===== config.mk =====
export PLATFORM = sky130hd
export DESIGN_NAME = acc_alu_stage
export DESIGN_NICKNAME = d
export VERILOG_FILES = /design/src/rtl/acc_alu_pkg.sv /design/src/rtl/acc_alu_arith.sv /design/src/rtl/acc_alu_logic.sv /design/src/rtl/acc_alu_stage.sv
export SDC_FILE = /design/constraint.sdc
export NUM_CORES = 1
export LEC_CHECK = 0
export BUFFER_PORTS_ARGS = -buffer_cell sky130_fd_sc_hd__buf_2
export CORE_MARGIN = 4
export CORE_UTILIZATION = 40
export DETAILED_ROUTE_END_ITERATION = 8
export PLACE_DENSITY = 0.61
export SLEW_MARGIN = 20
export SYNTH_ARGS = -nofsm -noshare
export SYNTH_HDL_FRONTEND = slang
export SYNTH_SLANG_ARGS = --single-unit
export TNS_END_PERCENT = 20

===== constraint.sdc =====
create_clock -name clk -period 3.3 [get_ports clk]
set_input_delay 0.66 -clock clk [delete_from_list [all_inputs] [get_ports clk]]
set_output_delay 0.66 -clock clk [all_outputs]
set_load 0.01 [all_outputs]

===== src/rtl/acc_alu_pkg.sv =====
package acc_alu_pkg;

  localparam int FLAG_N = 3;
  localparam int FLAG_V = 2;
  localparam int FLAG_Z = 1;
  localparam int FLAG_C = 0;

  typedef enum logic [4:0] {
    OP_ADD   = 5'd0,
    OP_SUB   = 5'd1,
    OP_AND   = 5'd2,
    OP_OR    = 5'd3,
    OP_XOR   = 5'd4,
    OP_CMPA  = 5'd5,
    OP_CMPX  = 5'd6,
    OP_TEST  = 5'd7,
    OP_SHL   = 5'd8,
    OP_SHR   = 5'd9,
    OP_ROTL  = 5'd10,
    OP_ROTR  = 5'd11,
    OP_ANDC  = 5'd12,
    OP_ANDR  = 5'd13,
    OP_ANDS  = 5'd14,
    OP_XSUB  = 5'd15,
    OP_SHLOR = 5'd16,
    OP_ROLAN = 5'd17,
    OP_SHRXR = 5'd18,
    OP_RORAD = 5'd19
  } alu_op_e;

  function automatic logic uses_adder(alu_op_e op);
    return (op == OP_ADD) || (op == OP_SUB) || (op == OP_CMPA) ||
           (op == OP_CMPX) || (op == OP_XSUB) || (op == OP_RORAD);
  endfunction

endpackage


===== src/rtl/acc_alu_arith.sv =====
module acc_alu_arith
  import acc_alu_pkg::*;
#(
  parameter int DW = 8
) (
  input  alu_op_e       op,
  input  logic [DW-1:0] a,
  input  logic [DW-1:0] x,
  input  logic [DW-1:0] m,
  input  logic [3:0]    fin,
  output logic [DW-1:0] res,
  output logic [3:0]    fout
);
  localparam int SW = DW + 1;

  logic [DW-1:0] lhs, rhs;
  logic          cy_in;
  logic [SW-1:0] sum;

  // One shared adder: subtraction and compares add the inverted operand
  always_comb begin
    lhs   = a;
    rhs   = m;
    cy_in = fin[FLAG_C];
    unique case (op)
      OP_SUB:  rhs = ~m;
      OP_CMPA: begin rhs = ~m; cy_in = 1'b1; end
      OP_CMPX: begin lhs = x; rhs = ~m; cy_in = 1'b1; end
      OP_XSUB: begin lhs = a & x; rhs = ~m; cy_in = 1'b1; end
      OP_RORAD: begin rhs = {fin[FLAG_C], m[DW-1:1]}; cy_in = m[0]; end
      default: ;
    endcase
  end

  assign sum = {1'b0, lhs} + {1'b0, rhs} + {{DW{1'b0}}, cy_in};

  always_comb begin
    fout         = fin;
    fout[FLAG_C] = sum[DW];
    fout[FLAG_N] = sum[DW-1];
    fout[FLAG_Z] = (sum[DW-1:0] == '0);
    if (op == OP_ADD || op == OP_SUB || op == OP_RORAD)
      fout[FLAG_V] = (sum[DW-1] ^ lhs[DW-1]) & (sum[DW-1] ^ rhs[DW-1]);
    res = (op == OP_CMPA || op == OP_CMPX) ? a : sum[DW-1:0];
  end

endmodule


===== src/rtl/acc_alu_logic.sv =====
module acc_alu_logic
  import acc_alu_pkg::*;
#(
  parameter int DW = 8
) (
  input  alu_op_e       op,
  input  logic [DW-1:0] a,
  input  logic [DW-1:0] m,
  input  logic [3:0]    fin,
  output logic [DW-1:0] res,
  output logic [3:0]    fout
);
  logic          cin;
  logic [DW-1:0] both;
  logic [DW-1:0] shl, shr, rol, ror;

  assign cin  = fin[FLAG_C];
  assign both = a & m;
  assign shl  = {m[DW-2:0], 1'b0};
  assign shr  = {1'b0, m[DW-1:1]};
  assign rol  = {m[DW-2:0], cin};
  assign ror  = {cin, m[DW-1:1]};

  always_comb begin
    res  = a;
    fout = fin;
    unique case (op)
      OP_AND:   res = both;
      OP_OR:    res = a | m;
      OP_XOR:   res = a ^ m;
      OP_SHL:   begin res = shl; fout[FLAG_C] = m[DW-1]; end
      OP_SHR:   begin res = shr; fout[FLAG_C] = m[0]; end
      OP_ROTL:  begin res = rol; fout[FLAG_C] = m[DW-1]; end
      OP_ROTR:  begin res = ror; fout[FLAG_C] = m[0]; end
      OP_ANDC:  begin res = both; fout[FLAG_C] = both[DW-1]; end
      OP_ANDS:  begin res = {1'b0, both[DW-1:1]}; fout[FLAG_C] = both[0]; end
      OP_ANDR:  begin
        res          = {cin, both[DW-1:1]};
        fout[FLAG_C] = res[DW-2];
        fout[FLAG_V] = res[DW-2] ^ res[DW-3];
      end
      OP_SHLOR: begin res = a | shl; fout[FLAG_C] = m[DW-1]; end
      OP_ROLAN: begin res = a & rol; fout[FLAG_C] = m[DW-1]; end
      OP_SHRXR: begin res = a ^ shr; fout[FLAG_C] = m[0]; end
      default: ;
    endcase
    // sign and zero follow the result for every defined code here except the test
    if (op == OP_TEST) begin
      fout[FLAG_N] = m[DW-1];
      fout[FLAG_V] = m[DW-2];
      fout[FLAG_Z] = (both == '0);
    end else if (op inside {OP_AND, OP_OR, OP_XOR, OP_SHL, OP_SHR, OP_ROTL,
                            OP_ROTR, OP_ANDC, OP_ANDS, OP_ANDR, OP_SHLOR,
                            OP_ROLAN, OP_SHRXR}) begin
      fout[FLAG_N] = res[DW-1];
      fout[FLAG_Z] = (res == '0);
    end
  end

endmodule


===== src/rtl/acc_alu_stage.sv =====
module acc_alu_stage
  import acc_alu_pkg::*;
#(
  parameter int DW = 8,
  parameter int OPW = 5
) (
  input  logic           clk,
  input  logic           rst_n,
  input  logic           in_valid,
  output logic           in_ready,
  input  logic [OPW-1:0] in_op,
  input  logic [DW-1:0]  in_a,
  input  logic [DW-1:0]  in_x,
  input  logic [DW-1:0]  in_m,
  input  logic [3:0]     in_flags,
  output logic           out_valid,
  input  logic           out_ready,
  output logic [DW-1:0]  out_result,
  output logic [3:0]     out_flags
);
  alu_op_e       op;
  logic [DW-1:0] ar_res, lg_res, nxt_res;
  logic [3:0]    ar_f, lg_f, nxt_f;
  logic          take;
  alu_op_e       op_q;

  assign op = alu_op_e'(in_op);

  acc_alu_arith #(.DW(DW)) u_arith (
    .op(op), .a(in_a), .x(in_x), .m(in_m), .fin(in_flags),
    .res(ar_res), .fout(ar_f)
  );

  acc_alu_logic #(.DW(DW)) u_logic (
    .op(op), .a(in_a), .m(in_m), .fin(in_flags),
    .res(lg_res), .fout(lg_f)
  );

  assign nxt_res  = uses_adder(op) ? ar_res : lg_res;
  assign nxt_f    = uses_adder(op) ? ar_f : lg_f;
  assign in_ready = !out_valid || out_ready;
  assign take     = in_valid && in_ready;

  always_ff @(posedge clk or negedge rst_n) begin
    if (!rst_n) begin
      out_valid  <= 1'b0;
      out_result <= '0;
      out_flags  <= '0;
      op_q       <= OP_ADD;
    end else if (take) begin
      out_valid  <= 1'b1;
      out_result <= nxt_res;
      out_flags  <= nxt_f;
      op_q       <= op;
    end else if (out_ready) begin
      out_valid  <= 1'b0;
    end
  end


  accept_chk: assert property (@(posedge clk) disable iff (!rst_n)
    (in_valid && in_ready) |=> out_valid);


  stall_hold_chk: assert property (@(posedge clk) disable iff (!rst_n)
    (out_valid && !out_ready) |=>
      (out_valid && $stable(out_result) && $stable(out_flags)));


  logic_keeps_v_chk: assert property (@(posedge clk) disable iff (!rst_n)
    (in_valid && in_ready && in_op == OP_AND) |=>
      (out_flags[FLAG_V] == $past(in_flags[FLAG_V])));


  test_sign_chk: assert property (@(posedge clk) disable iff (!rst_n)
    (in_valid && in_ready && in_op == OP_TEST) |=>
      (out_flags[FLAG_N] == $past(in_m[DW-1])));


  zero_matches_chk: assert property (@(posedge clk) disable iff (!rst_n)
    (out_valid && (op_q == OP_ADD || op_q == OP_SUB || op_q == OP_XOR)) |->
      (out_flags[FLAG_Z] == (out_result == '0)));

endmodule


==> summary.log, run 1 <==
[route] wire per inst 18.87 um
[synthesis] leading cell type by number of instances after synthesis nor2_1
[timing] f_max 0.2875 GHz
[timing] share of the cycle needed by the critical path after routing 105.4%
[run] max-capacitance violation count 0
[pwr] power density over the cells 257.6 nW/um^2
[place] Placed Instance Area 3535 um^2
[cts] hold-fix buffer count after cts 0
[timing] crit path setup slack, layout -0.1788 ns
[critical_path] Arr. time, crit path 3.66 ns
[place] number of input and output port buffers inserted 50
[cells_and_area] Core Util, Final 57.75%
[global_routing] largest net degree at the start of global routing 22
[synthesis] leading cell types by total area after synthesis dfrtp_1 (12%), ha_1 (11%), nor2_1 (5.6%), a21oi_1 (4.3%), o21ai_0 (3.9%)
[pwr] static leakage 1.715 nW
[global_routing] Overflow after GRT 0
[cts] cell at the root of the clock tree clkbuf_8
[synthesis] proportion of netlist area held by the largest area contributor 12.05%
[synthesis] distinct cell type count after synthesis 72
[route] DRT antenna net count 0
[cells_and_area] Filler cells 636
[synthesis] biggest area consumer among synthesized cells dfrtp_1
[critical_path] worst path required time 3.49 ns
[pwr] Peak supply drop 0.1788 mV
[synthesis] list of most frequent post-synthesis cells nor2_1 (40), nand2_1 (26), inv_1 (25)
[timing] Hold Violations, Final 0
[route] DRC violation count after routing 0
[cells_and_area] multi-input logic area 2240 um^2
[route] detailed router's first-iteration violation count 340
[route] wire length reported by the detailed router 10.53 mm
[status] violations in the final reports negative setup slack
[critical_path] Max FO, Critical Path 6
[cts] clock insertion delay at the later pin of the skew report 0.24 ns
[route] via/cell ratio 6.211
[timing] unrepaired setup endpoints after global routing true
[cts] htree depth 1
[timing] remaining max-slew budget at the tightest pin 53.29%
[die] width of the chip 90.16 um
[status] result of the run finished, violations left
[cts] CTS tree done
[synthesis] Primary FF master, synth dfrtp_1
[die] # IOs 51
[synthesis] synthesized area divided by synthesized cell count 7.337 um^2
[timing] clock tree skew after final layout 0.0008224 ns
[timing] final critical-path required period 3.479 ns
[route] first-pass iteration count of the detailed router 5
[place] placed wire-length estimate 8.410 mm
[synthesis] portion of the post-synthesis area used by sequential elements 12.05%
[cts] buffers from clock root to sink, at most 2
[critical_path] type of element launching the critical path primary input
[critical_path] Critical Path End Type register
[cts] TritonCTS sink count 13
[global_routing] first-pass GRT wire length 16.54 mm
[critical_path] slack of the worst reg-to-reg path 1.56 ns
[die] overall die area 8129 um^2
[cells_and_area] Post-layout nets 545
[timing] measured slew at the worst slew-check pin 0.6992 ns
[die] area of the core region 6459 um^2
[synthesis] Post-synth ARST share 100.0%
[cells_and_area] Seq. cell area 325.3 um^2
[synthesis] cell area after synthesis 2700 um^2
[cells_and_area] fin cells 558
[hold_path] class of the tightest hold or removal check in2async
[critical_path] worst setup path category in2reg
[place] routability cong. 0.9739
[global_routing] initial antenna violation count 0
[synthesis] Synth Net Count 431
[die] # rows 29
[timing] final setup violation count 7
[place] # placed instances 548
[synthesis] warning count from the yosys run 0
[cells_and_area] total inserted antenna cells 0
[die] Initial Util 41.81%
[global_routing] GRT Resource Usage Total 24.78%
[route] via count of the routed design 3466
[global_routing] via count of the first global-routing pass 3311
[synthesis] Syn Inst Count 368
[timing] Slew Viols, Final 0
[cts] cts bufs inserted 3
[cts] clock-pin slew on the worst setup and hold paths 0.05 ns
[die] floorplan die height 90.16 um
[synthesis] register bit count reported by yosys 13
[cells_and_area] layout cells sized above 1 35.55%
[synthesis] Post-synth EDFFs 0
[cells_and_area] Final Cell Area 3730 um^2
[cells_and_area] Area growth syn-to-layout 38.14%
## final timing paths
check	from	end	depth (start not counted)
setup reg to reg	out_valid	out_flags[2]	5
hold / removal	rst_n	out_flags[3]	1
max in group asynchronous	rst_n	out_valid	1
hold reg to reg	out_result[7]	out_result[7]	2
min in group clk	out_result[7]	out_result[7]	2
setup / recovery	in_op[3]	out_flags[3]	18
## per-layer routing
metal  part of all wire [%]  GRT usage, %
met5                      0             0
met4                    2.8         7.653
met3                    7.1         3.422
met2                     45         41.07
met1                     45         33.25
## timing repair
action,CTS,global route
resized for setup,20,6
hold endpoints to repair,0,0
buffers inserted,4,2
setup endpoints to repair,10,10
pin swaps,13,1
## power breakdown
group          total, mW  switching, mW  internal (mW)
Sequential         0.205         0.0151          0.190
Combinational      0.612          0.321          0.291
Clock              0.144         0.0583         0.0854
Total              0.961          0.394          0.567
## critical path, stage by stage
cell and delay, ns:
buf_8 0.11, buf_12 0.12, nor2_4 0.07, o21a_1 0.13, a21oi_1 0.07, or2_4 0.24, nor2b_4 0.15, buf_4 0.13
a221o_1 0.33, ha_4 0.30, o21a_1 0.13, o31a_1 0.18, o31a_1 0.20, o22ai_2 0.09, xor2_1 0.17, buf_4 0.16
a211oi_1 0.30, a21o_1 0.12
## logic make-up (layout without fill, tap and decap cells)
group           Yosys count  in the layout  share of synthesized area (%)
flops                    13             13                          12.05
compound gates          127            127                          33.97
simple gates            137            137                          27.15
buf+inv                  51            164                          9.221
mux                       6              6                          2.363
xor+xnor                  7              7                          2.271
fa+ha+maj                27             27                          12.98
## final cells by class
cell class,instances,area share [%]
inverter,26,2.751
sequential,13,8.722
clock buffer,4,1.208
multi-input combinational,304,60.05
timing repair buffer,134,24.69
tap,77,2.583
## metrics by stage
stage	hold WS (ns)	power [mW]	worst slack (ns)	TNS, ns
after floorplan	0.3644	0.5288	-0.5087	-3.447
after global placement	0.4578	0.7680	-0.5730	-4.756
after detailed placement	0.4656	0.7758	-0.7334	-5.553
after CTS	0.3023	0.9398	-0.1539	-0.7116
after global routing	0.3197	1.025	-0.3931	-2.716
final	0.2967	0.9607	-0.1788	-0.9458
## registers in the layout (all words and copies together), names as in the netlist
name,flops
out_result,8
out_valid,1
out_flags,4
## placed cells by master, fill, tap and decap left out, types with 3 or more instances in the layout
cell type | netlist | layout
a2111oi_0 | 3 | 3
a211oi_1 | 7 | 6
a21o_1 | 3 | 3
a21oi_1 | 23 | 19
a21oi_2 | 0 | 4
a221o_1 | 9 | 9
a221oi_1 | 4 | 3
a22oi_1 | 4 | 4
a31oi_1 | 4 | 4
buf_2 | 4 | 48
buf_4 | 4 | 80
buf_6 | 5 | 4
clkbuf_8 | 0 | 3
dfrtp_1 | 13 | 13
ha_1 | 24 | 23
inv_1 | 25 | 25
mux2i_1 | 3 | 3
nand2_1 | 26 | 26
nand2b_1 | 6 | 6
nand3_1 | 9 | 9
nand4_1 | 4 | 4
nor2_1 | 40 | 36
nor2b_1 | 7 | 5
nor3_1 | 7 | 6
nor3b_1 | 4 | 4
nor4_1 | 5 | 5
o211ai_1 | 4 | 4
o21a_1 | 6 | 6
o21ai_0 | 21 | 16
o21ai_1 | 1 | 6
o22a_1 | 7 | 7
o22ai_1 | 5 | 4
o31a_1 | 4 | 4
or2_2 | 4 | 3
xnor2_1 | 3 | 3
xor2_1 | 4 | 3
(Power assumes the default switching activity.)
==> inputs of run 2 (changes only) <==
Settings changed: PLACE_DENSITY 0.61 to 0.57, REMOVE_ABC_BUFFERS from default to 1.
==> run 2 against run 1 <==
  * The run still ends with negative setup slack left
  * Wire length fell by 3.0%
  * Critical path depth is the same
  * Highest routed layer unchanged
  * Core utilization down 1.4 points
  * Critical endpoint is now out_result[7]
  * Global-route usage down 0.52 points
  * Die area unchanged
  * Total power shrank 2.6%
==> summary.log, run 2 (same netlist as run 1, synthesis figures left out) <==
[die] floorplan die height 90.16 um [unchanged]
[cts] TritonCTS sink count 13 [unchanged]
[timing] remaining max-slew budget at the tightest pin 43.09% [-10 points]
[die] Initial Util 41.81% [unchanged]
[critical_path] cell family with the largest share of critical-path delay compound AO/OA/AOI/OAI gates
[critical_path] RR Startpoint out_valid
[pwr] static leakage 1.645 nW [-4.1%]
[route] via/cell ratio 5.991 [-3.6%]
[place] routability cong. 0.9751 [+0.12%]
[place] placed wire-length estimate 8.092 mm [-3.8%]
[global_routing] via count of the first global-routing pass 3165 [-4.4%]
[critical_path] delay contributed by the slowest stage of the critical path 0.29 ns [-0.04 ns]
[route] detailed router's first-iteration violation count 249 [-27%]
[timing] measured slew at the worst slew-check pin 0.8321 ns [+0.1330 ns]
[critical_path] CP Cell Sequence buf_8 -> buf_4 -> nand2_1 -> nor2_4 -> buf_4 -> nor2_1 -> a211oi_2 -> fa_2 -> buf_4 -> nor2b_4 -> o31a_1 -> o31a_1 -> o22ai_2 -> xor2_1 -> buf_4 -> o211ai_1 -> o21ai_1 -> o21ai_1
[cts] hold-fix buffer count after cts 0 [unchanged]
[pwr] power density over the cells 256.9 nW/um^2 [-0.26%]
[cts] clock-pin slew on the worst setup and hold paths 0.05 ns [about the same]
[route] first-pass iteration count of the detailed router 5 [unchanged]
[hold_path] class of the tightest hold or removal check in2async
[route] DRT antenna net count 0 [unchanged]
[die] # rows 29 [unchanged]
[cells_and_area] most common cell after layout, fill and taps aside buf_4
[run] max-capacitance violation count 0 [unchanged]
[route] wire length reported by the detailed router 10.21 mm [-3.0%]
[timing] Slew Viols, Final 0 [unchanged]
[timing] f_max 0.2966 GHz [+3.2%]
[die] area of the core region 6459 um^2 [unchanged]
[route] DRC violation count after routing 0 [unchanged]
[cells_and_area] top register by number of flip-flops out_result
[critical_path] type of element launching the critical path primary input
[critical_path] worst setup path category in2reg
[global_routing] Overflow after GRT 0 [unchanged]
[cts] clock insertion delay at the later pin of the skew report 0.25 ns [about the same]
[critical_path] dominant cell type by count on the critical path buf_4
[global_routing] GRT Resource Usage Total 24.27% [-0.52 points]
[cells_and_area] highest-count cells in the layout ignoring fill and taps buf_4 (63), buf_2 (48), nor2_1 (35), nand2_1 (26), inv_1 (25)
[timing] share of the cycle needed by the critical path after routing 102.2% [-3.2 points]
[critical_path] slack of the worst reg-to-reg path 1.52 ns [-0.04 ns]
[critical_path] worst path required time 3.41 ns [-0.08 ns]
[cells_and_area] layout cells sized above 1 34.41% [-1.1 points]
[critical_path] Critical Path End Type register
[critical_path] Max FO, Critical Path 22 [+16]
[global_routing] first-pass GRT wire length 16.17 mm [-2.3%]
[die] overall die area 8129 um^2 [unchanged]
[timing] clock tree skew after final layout 0.001178 ns [+0.0003557 ns]
[route] via count of the routed design 3247 [-6.3%]
[timing] Hold Violations, Final 0 [unchanged]
[cells_and_area] Area growth syn-to-layout 34.85%
[cts] cts bufs inserted 3 [unchanged]
[cells_and_area] total inserted antenna cells 0 [unchanged]
[global_routing] largest net degree at the start of global routing 28 [+27%]
[timing] final setup violation count 6 [-1]
[critical_path] number of cell instances on the worst register-to-register path 5 [unchanged]
[critical_path] FF-to-FF End out_flags[2]
[cells_and_area] Post-layout nets 529 [-2.9%]
[die] width of the chip 90.16 um [unchanged]
[cts] CTS tree done
[critical_path] library cell contributing the largest single delay on the critical path o31a_1
[cells_and_area] Core Util, Final 56.37% [-1.4 points]
[timing] crit path setup slack, layout -0.07200 ns [+0.1068 ns]
[pwr] Peak supply drop 0.1932 mV [+8.0%]
[critical_path] Arr. time, crit path 3.48 ns [-0.18 ns]
[cts] htree depth 1 [unchanged]
[cts] buffers from clock root to sink, at most 2 [unchanged]
[cells_and_area] largest registers out_result: 8 flops, out_flags: 4 flops, out_valid: 1 flops
[critical_path] crit path buf inv count 5 [+1]
[cts] cell at the root of the clock tree clkbuf_8
[die] # IOs 51 [unchanged]
[route] wire per inst 18.84 um [-0.19%]
[timing] final critical-path required period 3.372 ns [-0.1068 ns]
[cells_and_area] max reg flops 8 [unchanged]
[global_routing] initial antenna violation count 0 [unchanged]
[status] violations in the final reports negative setup slack
[status] result of the run finished, violations left
[timing] unrepaired setup endpoints after global routing true
[timing] total negative slack -0.2767 ns [+0.6691 ns]
[place] number of input and output port buffers inserted 50 [unchanged]
## run 2: power by group
group | internal, mW | total, mW | switching (mW)
combinational | 0.270 | 0.588 | 0.317
sequential | 0.190 | 0.203 | 0.0135
clock | 0.0836 | 0.144 | 0.0604
## run 2: area by class of cell
cell class | instances | area (um^2)
Sequential cell | 13 | 325.3
Fill cell | 634 | 2818
Timing Repair Buffer | 118 | 799.5
Clock buffer | 3 | 41.29
Multi-Input combinational cell | 304 | 2276
Tap cell | 77 | 96.34
Inverter | 26 | 97.59
Clock inverter | 1 | 5.005
## run 2: worst max path at each step
| stage | end | cells past startpoint | startpoint | slack (ns) |
|---|---|---|---|---|
| 3_3_place_gp | out_flags[1] | 17 | in_op[3] | -0.65 |
| 6_report | out_result[7] | 18 | in_op[0] | -0.07 |
| 4_1_cts | out_result[7] | 17 | in_op[0] | -0.19 |
| 3_5_place_dp | out_flags[1] | 17 | in_op[3] | -0.82 |
| 5_1_grt | out_result[7] | 18 | in_op[0] | -0.20 |
| 2_1_floorplan | out_flags[2] | 13 | in_op[2] | -0.57 |
## run 2: per-layer routing
| metal | part of all wire, % | routed length, um | track usage (%) |
|---|---|---|---|
| met1 | 43 | 4438 | 33.38 |
| met2 | 46 | 4658 | 38.95 |
| met3 | 8.0 | 813 | 3.422 |
| met4 | 2.9 | 301 | 7.908 |
| met5 | 0 | 0 | 0 |
## run 2: timing repair
item | 4_1_cts | 5_1_grt
resized for setup | 33 | 14
endpoints found under the setup margin | 9 | 10
hold endpoints to repair | 0 | 0
setup buffers | 3 | 3
pin swaps | 17 | 8
## run 2: metrics by stage
| stage | hold WS, ns | instance area [um^2] | power [mW] | cells | setup slack, ns |
|---|---|---|---|---|---|
| after CTS | 0.2943 | 3546 | 0.9081 | 539 | -0.1909 |
| after detailed placement | 0.4625 | 3361 | 0.7337 | 532 | -0.8218 |
| after global placement | 0.4591 | 3361 | 0.7289 | 532 | -0.6544 |
| after floorplan | 0.3644 | 2549 | 0.4856 | 343 | -0.5729 |
| final | 0.2885 | 3641 | 0.9353 | 542 | -0.07200 |
| after global routing | 0.3038 | 3641 | 1.000 | 542 | -0.1987 |
## run 2: worst reg2reg max path: cells and delay by family (launching register included)
kind            cells  cell delay (ns)
compound gates      3             0.71
simple gates        2             0.62
flops               1             0.37
